## src/rtl/sof_pkg.sv

```systemverilog
package sof_pkg;
  localparam int FIELD_W      = 16;
  localparam int DEF_INTERVAL = 11999;

  function automatic int budget_of(input int iv);
    return (6 * (iv - 210)) / 7;
  endfunction
endpackage

```

## src/rtl/frame_cfg_reg.sv

```systemverilog
module frame_cfg_reg #(
  parameter int FIELD_W      = sof_pkg::FIELD_W,
  parameter int DEF_INTERVAL = sof_pkg::DEF_INTERVAL
) (
  input  logic                 clk,
  input  logic                 rst,
  input  logic                 wr_en,
  input  logic [2*FIELD_W-1:0] wr_data,
  input  logic                 boundary,
  output logic [FIELD_W-1:0]   reload_val,
  output logic [FIELD_W-1:0]   budget
);
  localparam int DEF_BUDGET = sof_pkg::budget_of(DEF_INTERVAL);
  localparam logic [2*FIELD_W-1:0] RST_WORD = {FIELD_W'(DEF_BUDGET), FIELD_W'(DEF_INTERVAL)};

  logic [2*FIELD_W-1:0] pend_q;

  always_ff @(posedge clk) begin
    if (rst)        pend_q <= RST_WORD;
    else if (wr_en) pend_q <= wr_data;
  end

  assign reload_val = pend_q[FIELD_W-1:0];

  always_ff @(posedge clk) begin
    if (rst)           budget <= FIELD_W'(DEF_BUDGET);
    else if (boundary) budget <= pend_q[2*FIELD_W-1:FIELD_W];
  end

  p_budget_hold_r5: assert property (@(posedge clk) disable iff (rst)
    !boundary |=> $stable(budget));
endmodule

```

## src/rtl/frame_down_counter.sv

```systemverilog
module frame_down_counter #(
  parameter int FIELD_W      = sof_pkg::FIELD_W,
  parameter int DEF_INTERVAL = sof_pkg::DEF_INTERVAL
) (
  input  logic               clk,
  input  logic               rst,
  input  logic               run,
  input  logic               bit_en,
  input  logic [FIELD_W-1:0] reload_val,
  output logic [FIELD_W-1:0] remain,
  output logic               wrap
);
  logic tick;
  assign tick = run && bit_en;
  assign wrap = tick && (remain == '0);

  always_ff @(posedge clk) begin
    if (rst)       remain <= FIELD_W'(DEF_INTERVAL);
    else if (wrap) remain <= reload_val;
    else if (tick) remain <= remain - 1'b1;
  end

  p_step_r3: assert property (@(posedge clk) disable iff (rst)
    (run && bit_en && remain != '0) |=> remain == $past(remain) - 1'b1);
  p_idle_r3: assert property (@(posedge clk) disable iff (rst)
    !(run && bit_en) |=> $stable(remain));
endmodule

```

## src/rtl/frame_number_ctr.sv

```systemverilog
module frame_number_ctr #(
  parameter int FN_W = 16
) (
  input  logic            clk,
  input  logic            rst,
  input  logic            wrap,
  output logic [FN_W-1:0] frame_num,
  output logic            sof,
  output logic            fno
);
  logic [FN_W-1:0] next_fn;
  assign next_fn = frame_num + 1'b1;

  always_ff @(posedge clk) begin
    if (rst) begin
      frame_num <= '0;
      sof       <= 1'b0;
      fno       <= 1'b0;
    end else begin
      sof <= wrap;
      fno <= wrap && (next_fn[FN_W-1] != frame_num[FN_W-1]);
      if (wrap) frame_num <= next_fn;
    end
  end

  p_sof_num_r4: assert property (@(posedge clk) disable iff (rst)
    sof |-> frame_num == $past(frame_num) + 1'b1);
  p_fno_with_sof_r6: assert property (@(posedge clk) disable iff (rst)
    fno |-> sof);
  p_fno_dir_r6: assert property (@(posedge clk) disable iff (rst)
    sof |-> (fno == (frame_num[FN_W-1] != $past(frame_num[FN_W-1]))));
endmodule

```

## src/rtl/sof_frame_timer.sv

```systemverilog
module sof_frame_timer #(
  parameter int FN_W         = 16,
  parameter int FIELD_W      = sof_pkg::FIELD_W,
  parameter int DEF_INTERVAL = sof_pkg::DEF_INTERVAL
) (
  input  logic                 clk,
  input  logic                 rst,
  input  logic                 run,
  input  logic                 bit_en,
  input  logic                 cfg_we,
  input  logic [2*FIELD_W-1:0] cfg_wdata,
  output logic                 sof_pulse,
  output logic                 fno_pulse,
  output logic [FN_W-1:0]      frame_num,
  output logic [FIELD_W-1:0]   pkt_budget,
  output logic [FIELD_W-1:0]   remain
);
  logic               wrap;
  logic [FIELD_W-1:0] reload_val;

  frame_cfg_reg #(.FIELD_W(FIELD_W), .DEF_INTERVAL(DEF_INTERVAL)) u_cfg (
    .clk(clk), .rst(rst), .wr_en(cfg_we), .wr_data(cfg_wdata),
    .boundary(wrap), .reload_val(reload_val), .budget(pkt_budget));

  frame_down_counter #(.FIELD_W(FIELD_W), .DEF_INTERVAL(DEF_INTERVAL)) u_cnt (
    .clk(clk), .rst(rst), .run(run), .bit_en(bit_en),
    .reload_val(reload_val), .remain(remain), .wrap(wrap));

  frame_number_ctr #(.FN_W(FN_W)) u_num (
    .clk(clk), .rst(rst), .wrap(wrap),
    .frame_num(frame_num), .sof(sof_pulse), .fno(fno_pulse));

  p_freeze_r7: assert property (@(posedge clk) disable iff (rst)
    !run |=> $stable(frame_num) && $stable(remain) && !sof_pulse);
endmodule

```

## config.mk

```make
export PLATFORM = sky130hd
export DESIGN_NAME = sof_frame_timer
export DESIGN_NICKNAME = d
export VERILOG_FILES = /design/src/rtl/sof_pkg.sv /design/src/rtl/frame_cfg_reg.sv /design/src/rtl/frame_down_counter.sv /design/src/rtl/frame_number_ctr.sv /design/src/rtl/sof_frame_timer.sv
export SDC_FILE = /design/constraint.sdc
export NUM_CORES = 1
export LEC_CHECK = 0
export BUFFER_PORTS_ARGS = -buffer_cell sky130_fd_sc_hd__buf_2
export CAP_MARGIN = 20
export CORE_MARGIN = 2
export CORE_UTILIZATION = 45
export DETAILED_ROUTE_END_ITERATION = 10
export PLACE_DENSITY = 0.66
export SYNTH_ARGS = -nofsm -noshare
export SYNTH_HDL_FRONTEND = slang
export SYNTH_SLANG_ARGS = --single-unit
```

## constraint.sdc

```tcl
create_clock -name clk -period 2.7 [get_ports clk]
set_input_delay 0.54 -clock clk [delete_from_list [all_inputs] [get_ports clk]]
set_output_delay 0.54 -clock clk [all_outputs]
set_load 0.01 [all_outputs]
```

==> impl_summary.txt, run 1 <==
----------------------------------------------------
[Logic synthesis]
  EDFF count, synth ... 0
  Number of storage elements in the synthesis netlist ... 82
  Warning count from the yosys run ... 0
  Share of synthesized registers carrying an async set or reset ... 0%
  Synthesized area ... 3480 um2
  Number of cells produced by synthesis ... 390
  Net Count, Synth ... 430
  Library cell with the highest instance count after synthesis ... sky130_fd_sc_hd__dfxtp_1
  Ys flop type ... sky130_fd_sc_hd__dfxtp_1
  Post-synthesis cell type with the largest combined area ... sky130_fd_sc_hd__dfxtp_1
  Register area share after synthesis ... 47.2%
  Count of distinct cell types in the synthesized netlist ... 46
  Yosys top cell area share ... 47.2%
  Largest cells by area after synthesis ... sky130_fd_sc_hd__dfxtp_1 47%, sky130_fd_sc_hd__mux2i_1 9.8%, sky130_fd_sc_hd__nand2_1 7.5%
  Average instance area after synthesis ... 8.93 um2
  Most common library cells after synthesis ... 82 x sky130_fd_sc_hd__dfxtp_1, 70 x sky130_fd_sc_hd__nand2_1, 34 x sky130_fd_sc_hd__mux2i_1, 32 x sky130_fd_sc_hd__nor2_1, 25 x sky130_fd_sc_hd__nand3_1

[STA]
  Worst-margin pin slew ... 0.569 ns
  Minimum clock period after layout ... 2.17 ns
  Final cycle utilization of the critical path ... 80.2%
  Headroom to the max-slew limit ... 62.1%
  Total negative setup slack ... 0 ns
  Fmax ... 462 MHz
  Number of hold violations in the final report ... 0
  Final setup skew ... 0.00718 ns
  Final setup violation count ... 0
  Setup repair after global routing missed its margin ... no
  Slew Viols, Final ... 0

[Placement]
  Final weighted congestion of routability-driven global placement ... 0.818
  Port Buffer Count ... 86
  DP Area ... 4030 um2
  DPL Wire Length ... 5830 um

[CTS]
  Maximum root-to-sink buffer count ... 2
  Clock network latency to the later pin of the worst-skew pair ... 0.35 ns
  Clock root buffer ... sky130_fd_sc_hd__clkbuf_8
  Hold-fix buffer count after cts ... 0
  Number of buffers inserted during clock tree synthesis ... 9
  Setup Buffers After CTS ... 0
  CTS tree ... built
  Total of cells resized after clock tree synthesis ... 0
  Number of levels in the clock H-tree ... 3
  Clock-pin slew on the worst setup and hold paths ... 0.09 ns
  Number of clock sinks ... 82

[Run]
  Reported max-cap violation count ... 0

[Power and ir drop]
  Peak VDD IR ... 379 uV
  Cell-internal power ... 2.02 mW
  Leakage power summed over all cells ... 1.79 nW
  Switching pwr ... 553 uW
  Part of the power in combinational logic ... 5.3%
  Clock network fraction of total power ... 45.6%
  Pwr dens ... 599 nW/um2
  Switching Fraction ... 21.5%
  Sequential power share ... 49.1%

[Setup path]
  Worst-case register-to-register setup slack ... 0.53 ns
  Endpoint required time on the critical path ... 2.94 ns
  Data arrival at the endpoint of the critical path ... 2.41 ns
  Launch point of the worst reg-to-reg path ... u_cnt.remain[0]
  Cell count of the worst reg-to-reg path ... 7
  Kind of start point of the critical path ... flip-flop
  Critical path class ... reg -> reg
  Endpoint of the worst register-to-register path ... u_num.frame_num[15]
  Endpoint type of the worst setup path ... flip-flop
  Crit path max fanout ... 9

[Global route]
  Maximum number of pins on one net before global-route repair ... 55
  Number of global-route vias before repair ... 2839
  All-layer global routing usage ... 20.0%
  Antenna violations before repair ... 0
  Global-route wire length before repair ... 13600 um
  Final global-route overflow total ... 0

[Die]
  Boundary Pins ... 87
  Chip Width ... 92.0 um
  Core area ... 7610 um2
  Height of the die ... 92.0 um
  Area of the die ... 8450 um2
  Cell Rows ... 32
  Initial core utilization ... 45.8%

[Routing]
  Drt drc ... 0
  Post-DR vias/cell ... 5.22
  Overall via count from detail_route ... 3045
  Total routed wirelength ... 8250 um
  Count of nets left with antenna violations after detail routing ... 0
  Initial DRT Pass Iterations ... 4
  Routed length per placed instance ... 14.2 um
  Number of design-rule violations left by the first detailed-router iteration ... 129

[Run status]
  Status ... finished, final reports clean

[Worst hold path]
  Endpoint of the worst hold path ... u_cfg.pend_q[19]
  Start point of the worst min-delay path ... cfg_wdata[19]
  Cell count of the worst hold path ... 3
  Min-delay worst type ... in -> reg

[Final layout]
  Number of inserted diodes ... 0
  Layout Utilization ... 56.4%
  NumNets Final ... 516
  Layout cell share with drive strength beyond 1 ... 25.6%
  Final Instance Area ... 4290 um2
  Filler cell count ... 738
  Area growth from synthesis to layout ... 23.3%

----------------------------------------------------
==> per-stage QoR <==
| step | hold slack (ns) | setup slack [ns] | std cells | power, mW |
|---|---|---|---|---|
| 6_report | 0.395 | 0.534 | 583 | 2.57 |
| 5_1_grt | 0.400 | 0.303 | 583 | 2.65 |
| 4_1_cts | 0.382 | 0.523 | 583 | 2.59 |
| 3_5_place_dp | 0.449 | 0.515 | 567 | 1.43 |
| 3_3_place_gp | 0.437 | 0.526 | 567 | 1.42 |
| 2_1_floorplan | 0.436 | 0.702 | 390 | 1.37 |
==> how the worst max path moves through the flow <==
stage,startpoint,endpoint,slack [ns],cells after the start
floorplan,u_cnt.remain[0],u_num.frame_num[15],0.70,7
detailed placement,run,u_cnt.remain[14],0.52,7
global route,u_cnt.remain[1],u_num.frame_num[15],0.30,7
CTS,u_cnt.remain[1],u_num.frame_num[15],0.52,7
finish,u_cnt.remain[0],u_num.frame_num[15],0.53,7
global placement,run,u_cnt.remain[14],0.53,7
==> metal layers <==
layer	wire, um	up-vias	GRT usage, %	share of wire, %
li1	-	1538	-	-
met3	392	13	3.78	4.8
met5	0	-	0	0
met4	124	0	7.21	1.5
met2	3790	64	32.8	46
met1	3950	1430	26.4	48
==> flip-flops by register name, indices dropped and copies added (netlist names) <==
name and count:
u_num.sof 1, u_cfg.budget 16, u_num.frame_num 16, u_num.fno 1, u_cnt.remain 16, u_cfg.pend_q 32
==> layout by cell type, fill, tap and decap left out, types with 4 or more instances in the layout <==
cell type,n
sky130_fd_sc_hd__buf_2,86
sky130_fd_sc_hd__dfxtp_1,82
sky130_fd_sc_hd__nand2_1,70
sky130_fd_sc_hd__mux2i_1,34
sky130_fd_sc_hd__nor2_1,32
sky130_fd_sc_hd__nand3_1,25
sky130_fd_sc_hd__a21oi_1,21
sky130_fd_sc_hd__xnor2_1,11
sky130_fd_sc_hd__buf_4,11
sky130_fd_sc_hd__clkbuf_8,9
sky130_fd_sc_hd__nor3_1,8
sky130_fd_sc_hd__nand4_1,8
sky130_fd_sc_hd__o21ai_0,8
sky130_fd_sc_hd__or3_1,7
sky130_fd_sc_hd__nor4_2,6
sky130_fd_sc_hd__inv_1,4
sky130_fd_sc_hd__and2_1,4
sky130_fd_sc_hd__o211ai_1,4
sky130_fd_sc_hd__bufinv_16,4
==> cells by family after synthesis <==
group	share of synthesized area, %
and+or+nand+nor	27.0
DFF	47.2
AOI/OAI and AO/OA	7.91
muxes	10.1
buffers and inverters	3.23
xor gates and xnor gates	3.52
adders and majority gates	1.08
==> power by group through the flow <==
stage               Sequential [mW]  Combinational [mW]  Clock, mW
finish                         1.26               0.135       1.17
CTS                            1.26               0.136       1.19
floorplan                      1.29              0.0848          0
detailed placement             1.29               0.136          0
global placement               1.29               0.133          0
global route                   1.27               0.152       1.23
==> worst max-delay path, stage by stage, from the launching register on <==
cell	delay, ns
sky130_fd_sc_hd__dfxtp_1	0.36
sky130_fd_sc_hd__inv_1	0.10
sky130_fd_sc_hd__ha_1	0.15
sky130_fd_sc_hd__nor4b_4	0.42
sky130_fd_sc_hd__nand3_2	0.14
sky130_fd_sc_hd__nor4_2	0.37
sky130_fd_sc_hd__nand4_1	0.18
sky130_fd_sc_hd__mux2_1	0.34
==> area by class of cell <==
| class | count | area (um2) | share of cell area [%] |
|---|---|---|---|
| flip-flops and latches | 82 | 1640 | 38.2 |
| well taps | 102 | 128 | 2.97 |
| repair buffers | 97 | 513 | 11.9 |
| clock buffers | 10 | 128 | 2.97 |
| multi-input cells | 281 | 1730 | 40.2 |
| inverters | 5 | 18.8 | 0.437 |
| clock inverters | 6 | 138 | 3.21 |
Note: power is estimated with default switching activity, not from simulation.
==> run 2, diff against run 1 <==
--- a/config.mk
+++ b/config.mk
@@ -5,6 +5,7 @@
 export SDC_FILE = /design/constraint.sdc
 export NUM_CORES = 1
 export LEC_CHECK = 0
+export ABC_AREA = 1
 export BUFFER_PORTS_ARGS = -buffer_cell sky130_fd_sc_hd__buf_2
 export CAP_MARGIN = 20
 export CORE_MARGIN = 2
==> constraint.sdc (replaced) <==
create_clock -name clk -period 2.3 [get_ports clk]
set_input_delay 0.46 -clock clk [delete_from_list [all_inputs] [get_ports clk]]
set_output_delay 0.46 -clock clk [all_outputs]
set_load 0.01 [all_outputs]
==> impl_summary.txt, run 2 <==
----------------------------------------------------
[Die]
  Core area ... 8180 um2
  Height of the die ... 95.4 um
  Initial core utilization ... 46.0%
  Cell Rows ... 33
  Area of the die ... 9100 um2
  Boundary Pins ... 87
  Chip Width ... 95.4 um

[Global route]
  All-layer global routing usage ... 21.2%
  Global-route wire length before repair ... 15200 um
  Antenna violations before repair ... 0
  Maximum number of pins on one net before global-route repair ... 35
  Final global-route overflow total ... 0
  Number of global-route vias before repair ... 3270

[Power and ir drop]
  Peak VDD IR ... 337 uV
  Leakage power summed over all cells ... 2.01 nW
  Pwr dens ... 599 nW/um2
  Total power draw ... 2.66 mW

[Routing]
  Overall via count from detail_route ... 3700
  Number of design-rule violations left by the first detailed-router iteration ... 180
  Initial DRT Pass Iterations ... 4
  Top routing layer used ... met4
  Length of routed wiring on met1 ... 4450 um
  Wire length on met3 ... 490 um
  Count of nets left with antenna violations after detail routing ... 0
  Routed length per placed instance ... 12.5 um
  Met2 WL ... 4030 um
  Total routed wirelength ... 9080 um
  Drt drc ... 0
  Post-DR vias/cell ... 5.08

[Placement]
  Final weighted congestion of routability-driven global placement ... 0.896
  Worst Setup Slack post-DPL ... 0.390 ns
  Cell total after placement ... 712
  DPL Wire Length ... 6420 um
  Port Buffer Count ... 86

[Run]
  Reported max-cap violation count ... 0

[Logic synthesis]
  Library cell with the highest instance count after synthesis ... sky130_fd_sc_hd__nand2_1
  Largest cells by area after synthesis ... sky130_fd_sc_hd__dfxtp_1 44%, sky130_fd_sc_hd__nand2_1 14%, sky130_fd_sc_hd__nor2_1 7.6%
  Ys flop type ... sky130_fd_sc_hd__dfxtp_1
  Number of cells produced by synthesis ... 538
  Post-synthesis cell type with the largest combined area ... sky130_fd_sc_hd__dfxtp_1
  Most common library cells after synthesis ... 137 x sky130_fd_sc_hd__nand2_1, 82 x sky130_fd_sc_hd__dfxtp_1, 76 x sky130_fd_sc_hd__nor2_1, 56 x sky130_fd_sc_hd__nand3_1, 35 x sky130_fd_sc_hd__inv_1
  Net Count, Synth ... 578
  Yosys top cell area share ... 43.7%
  Warning count from the yosys run ... 0
  Count of distinct cell types in the synthesized netlist ... 27
  Number of storage elements in the synthesis netlist ... 82
  EDFF count, synth ... 0
  Synthesized area ... 3760 um2
  Register area share after synthesis ... 43.7%
  Share of synthesized registers carrying an async set or reset ... 0%
  Average instance area after synthesis ... 6.99 um2

[CTS]
  Number of clock sinks ... 82
  Maximum root-to-sink buffer count ... 2
  Number of levels in the clock H-tree ... 3
  Total of cells resized after clock tree synthesis ... 0
  Clock root buffer ... sky130_fd_sc_hd__clkbuf_8
  Clock-pin slew on the worst setup and hold paths ... 0.09 ns
  Hold-fix buffer count after cts ... 0
  Clock network latency to the later pin of the worst-skew pair ... 0.35 ns
  Number of buffers inserted during clock tree synthesis ... 9
  Setup Buffers After CTS ... 0
  CTS tree ... built

[Final layout]
  Area growth from synthesis to layout ... 18.2%
  Most frequent cells in the layout ... 137 x sky130_fd_sc_hd__nand2_1, 86 x sky130_fd_sc_hd__buf_2, 82 x sky130_fd_sc_hd__dfxtp_1, 76 x sky130_fd_sc_hd__nor2_1, 56 x sky130_fd_sc_hd__nand3_1
  Number of inserted diodes ... 0
  Most common cell after layout, fill and taps aside ... sky130_fd_sc_hd__nand2_1
  Final standard cell count with taps included and fillers excluded ... 728
  NumNets Final ... 658
  Max FFs per register ... 32
  Layout cell share with drive strength beyond 1 ... 21.0%
  Layout Utilization ... 54.4%
  Register bank with the most flops ... u_cfg.pend_q
  Filler cell count ... 809

[STA]
  Setup repair after global routing missed its margin ... no
  Final setup violation count ... 0
  Total negative setup slack ... 0 ns
  Fmax ... 526 MHz
  Minimum clock period after layout ... 1.90 ns
  Worst-margin pin slew ... 0.586 ns
  Crit path setup slack, layout ... 0.399 ns
  Final cycle utilization of the critical path ... 82.7%
  Headroom to the max-slew limit ... 60.9%
  Final setup skew ... 0.0100 ns
  Number of hold violations in the final report ... 0
  Slew Viols, Final ... 0

[Setup path]
  Endpoint type of the worst setup path ... flip-flop
  Endpoint required time on the critical path ... 2.56 ns
  Kind of start point of the critical path ... flip-flop
  Cell count of the worst reg-to-reg path ... 9
  Data arrival at the endpoint of the critical path ... 2.16 ns
  Crit path max fanout ... 27
  Critical path class ... reg -> reg

[Worst hold path]
  Cell count of the worst hold path ... 3
  Min-delay worst type ... in -> reg

[Run status]
  Status ... finished, final reports clean

----------------------------------------------------
## run 2: worst paths after layout
| check | start | end | slack [ns] |
|---|---|---|---|
| max | u_cnt.remain[0] | u_num.frame_num[5] | 0.40 |
| min | cfg_wdata[22] | u_cfg.pend_q[22] | 0.31 |
| max reg2reg | u_cnt.remain[0] | u_num.frame_num[5] | 0.40 |
| min reg2reg | u_cfg.pend_q[21] | u_cfg.pend_q[21] | 0.46 |
## run 2: layout make-up
type                       instances  area, um2  share of cell area (%)
multi-input combinational        393       1840                    41.4
sequential                        82       1640                    36.9
timing repair buffer              94        503                    11.3
inverter                          38        144                    3.24
clock buffer                      10        138                    3.10
tap                              105        131                    2.96
clock inverter                     6       48.8                    1.10
## run 2: logic make-up (layout without fill, tap and decap cells)
| group | Yosys count | in the layout | synth area share, % |
|---|---|---|---|
| AND/OR/NAND/NOR | 307 | 307 | 35.8 |
| buffers and inverters | 63 | 148 | 7.42 |
| AO/OA/AOI/OAI | 75 | 75 | 10.2 |
| adder cells (fa/ha/maj) | 3 | 3 | 0.998 |
| flip-flops | 82 | 82 | 43.7 |
| XOR/XNOR | 8 | 8 | 1.86 |
## run 2: metrics by stage
stage,cell area (um2),hold slack [ns]
6_report,4450,0.313
5_1_grt,4450,0.321
4_1_cts,4450,0.304
3_5_place_dp,4260,0.443
3_3_place_gp,4260,0.437
2_1_floorplan,3760,0.424
## run 2: critical path, cell delays in order (launching register included)
cell and delay (ns):
sky130_fd_sc_hd__dfxtp_1 0.38, sky130_fd_sc_hd__inv_1 0.10, sky130_fd_sc_hd__ha_1 0.23, sky130_fd_sc_hd__nand3_1 0.10, sky130_fd_sc_hd__nor2_2 0.06, sky130_fd_sc_hd__nand3_2 0.19, sky130_fd_sc_hd__clkinv_2 0.35, sky130_fd_sc_hd__nand2_1 0.16
sky130_fd_sc_hd__nor2_1 0.05, sky130_fd_sc_hd__nor3_1 0.19
## run 2: layer usage
metal	vias up	track usage, %
met5	-	0
met4	0	8.10
met3	9	3.64
met2	96	32.3
met1	1695	29.9
li1	1900	-
## run 2: power breakdown
part           switching [mW]  internal [mW]
sequential             0.0301           1.46
clock                   0.560          0.431
combinational           0.106         0.0719
total                   0.696           1.97
==> run 3, diff against run 2 <==
==> constraint.sdc (replaced) <==
create_clock -name clk -period 1.9 [get_ports clk]
set_input_delay 0.38 -clock clk [delete_from_list [all_inputs] [get_ports clk]]
set_output_delay 0.38 -clock clk [all_outputs]
set_load 0.01 [all_outputs]
==> impl_summary.txt, run 3 (synthesis results as in run 2) <==
----------------------------------------------------
[CTS]
  Clock network latency to the later pin of the worst-skew pair ... 0.35 ns
  Number of clock sinks ... 82
  Hold-fix buffer count after cts ... 0
  CTS tree ... built
  Number of levels in the clock H-tree ... 3
  Clock root buffer ... sky130_fd_sc_hd__clkbuf_8
  Clock-pin slew on the worst setup and hold paths ... 0.08 ns
  Maximum root-to-sink buffer count ... 2
  Number of buffers inserted during clock tree synthesis ... 9

[Worst hold path]
  Min-delay worst type ... in -> reg
  Start point of the worst min-delay path ... cfg_wdata[29]

[Routing]
  Total routed wirelength ... 9380 um
  Routed length per placed instance ... 12.8 um
  Post-DR vias/cell ... 5.01
  Count of nets left with antenna violations after detail routing ... 0
  Initial DRT Pass Iterations ... 4
  Drt drc ... 0
  Overall via count from detail_route ... 3681
  Number of design-rule violations left by the first detailed-router iteration ... 153

[Placement]
  Port Buffer Count ... 86
  Cell total after placement ... 720
  DPL Wire Length ... 6630 um
  DP Area ... 4320 um2
  Worst Setup Slack post-DPL ... 0.0884 ns
  Final weighted congestion of routability-driven global placement ... 0.955

[Global route]
  Maximum number of pins on one net before global-route repair ... 48
  All-layer global routing usage ... 21.5%
  Number of global-route vias before repair ... 3284
  Final global-route overflow total ... 0
  Global-route wire length before repair ... 15500 um
  Antenna violations before repair ... 0

[Power and ir drop]
  Total power draw ... 3.33 mW
  Cell-internal power ... 2.54 mW
  Pwr dens ... 735 nW/um2
  Peak VDD IR ... 544 uV
  Part of the power in combinational logic ... 6.7%
  Sequential power share ... 54.2%
  Leakage power summed over all cells ... 2.06 nW
  Clock network fraction of total power ... 39.1%
  Switching pwr ... 797 uW
  Switching Fraction ... 23.9%

[STA]
  Final setup skew ... 0.0112 ns
  Hold Worst Slack ... 0.235 ns
  Crit path setup slack, layout ... 0.143 ns
  Worst-margin pin slew ... 0.449 ns
  Minimum clock period after layout ... 1.76 ns
  Fmax ... 569 MHz
  Slew Viols, Final ... 0
  Final setup violation count ... 0
  Headroom to the max-slew limit ... 70.1%
  Number of hold violations in the final report ... 0
  Setup repair after global routing missed its margin ... no
  Final cycle utilization of the critical path ... 92.5%
  Total negative setup slack ... 0 ns

[Die]
  Initial core utilization ... 46.0%
  Core area ... 8180 um2
  Height of the die ... 95.4 um
  Boundary Pins ... 87
  Chip Width ... 95.4 um
  Cell Rows ... 33
  Area of the die ... 9100 um2

[Setup path]
  Data arrival at the endpoint of the critical path ... 2.00 ns
  Crit path max fanout ... 12
  Launch point of the worst reg-to-reg path ... u_cnt.remain[0]
  Endpoint type of the worst setup path ... flip-flop
  Endpoint required time on the critical path ... 2.14 ns
  Launch point of the worst path ... u_cnt.remain[0]
  Critical path class ... reg -> reg
  Kind of start point of the critical path ... flip-flop

[Final layout]
  Final standard cell count with taps included and fillers excluded ... 735
  Register bank with the most flops ... u_cfg.pend_q
  Layout Utilization ... 55.5%
  Most common cell after layout, fill and taps aside ... sky130_fd_sc_hd__nand2_1
  Layout cell share with drive strength beyond 1 ... 21.9%
  Area growth from synthesis to layout ... 20.7%
  Most frequent cells in the layout ... 137 x sky130_fd_sc_hd__nand2_1, 86 x sky130_fd_sc_hd__buf_2, 82 x sky130_fd_sc_hd__dfxtp_1, 76 x sky130_fd_sc_hd__nor2_1, 56 x sky130_fd_sc_hd__nand3_1
  Final Instance Area ... 4540 um2
  Number of inserted diodes ... 0
  Max FFs per register ... 32
  NumNets Final ... 666

[Run]
  Reported max-cap violation count ... 0

[Run status]
  Status ... finished, final reports clean

----------------------------------------------------
run 3: cell types whose count changed in the layout (fill, tap and decap cells not counted), sizes merged:
cell	delta
buf	+8
inv	-1
clkbuf	+1
bufinv	+1
clkinvlp	-2
run 3: layout make-up:
type | count | area [um2]
Timing Repair Buffer | 102 | 563
Sequential cell | 82 | 1640
Clock inverter | 4 | 51.3
Tap cell | 105 | 131
Inverter | 38 | 148
Multi-Input combinational cell | 393 | 1850
Clock buffer | 11 | 151
Fill cell | 817 | 3640
run 3: worst paths after layout:
check / to / slack (ns) / cells past startpoint
max reg2reg: u_num.frame_num[3] / 0.14 / 8
max: u_num.frame_num[3] / 0.14 / 8
min: u_cfg.pend_q[29] / 0.23 / 3
min reg2reg: u_cfg.pend_q[0] / 0.46 / 2
run 3: per-layer routing:
layer  up-vias  GRT usage, %  wire length [um]
li1       1921             -                 -
met1      1663          29.9              4630
met2        89          33.6              4150
met3         8          4.90               514
met4         0          5.83                92
met5         -             0                 0
run 3: repair_timing:
item,in CTS,in global routing
gates resized for setup,0,4
endpoints found under the setup margin,0,19
setup buffers,0,0
run 3: power groups by stage:
stage / combinational [mW] / clock, mW / sequential, mW
6_report: 0.223 / 1.30 / 1.81
5_1_grt: 0.256 / 1.40 / 1.81
4_1_cts: 0.224 / 1.33 / 1.81
3_5_place_dp: 0.223 / 0 / 1.85
3_3_place_gp: 0.220 / 0 / 1.85
2_1_floorplan: 0.129 / 0 / 1.84
run 3: worst max-delay path, cell delays in order (launching register included):
cell                      delay (ns)
sky130_fd_sc_hd__dfxtp_1        0.34
sky130_fd_sc_hd__inv_1          0.12
sky130_fd_sc_hd__ha_1           0.22
sky130_fd_sc_hd__nand3_1        0.10
sky130_fd_sc_hd__nor2_2         0.20
sky130_fd_sc_hd__nand3_2        0.25
sky130_fd_sc_hd__buf_4          0.26
sky130_fd_sc_hd__nor2_1         0.09
sky130_fd_sc_hd__a21oi_1        0.07
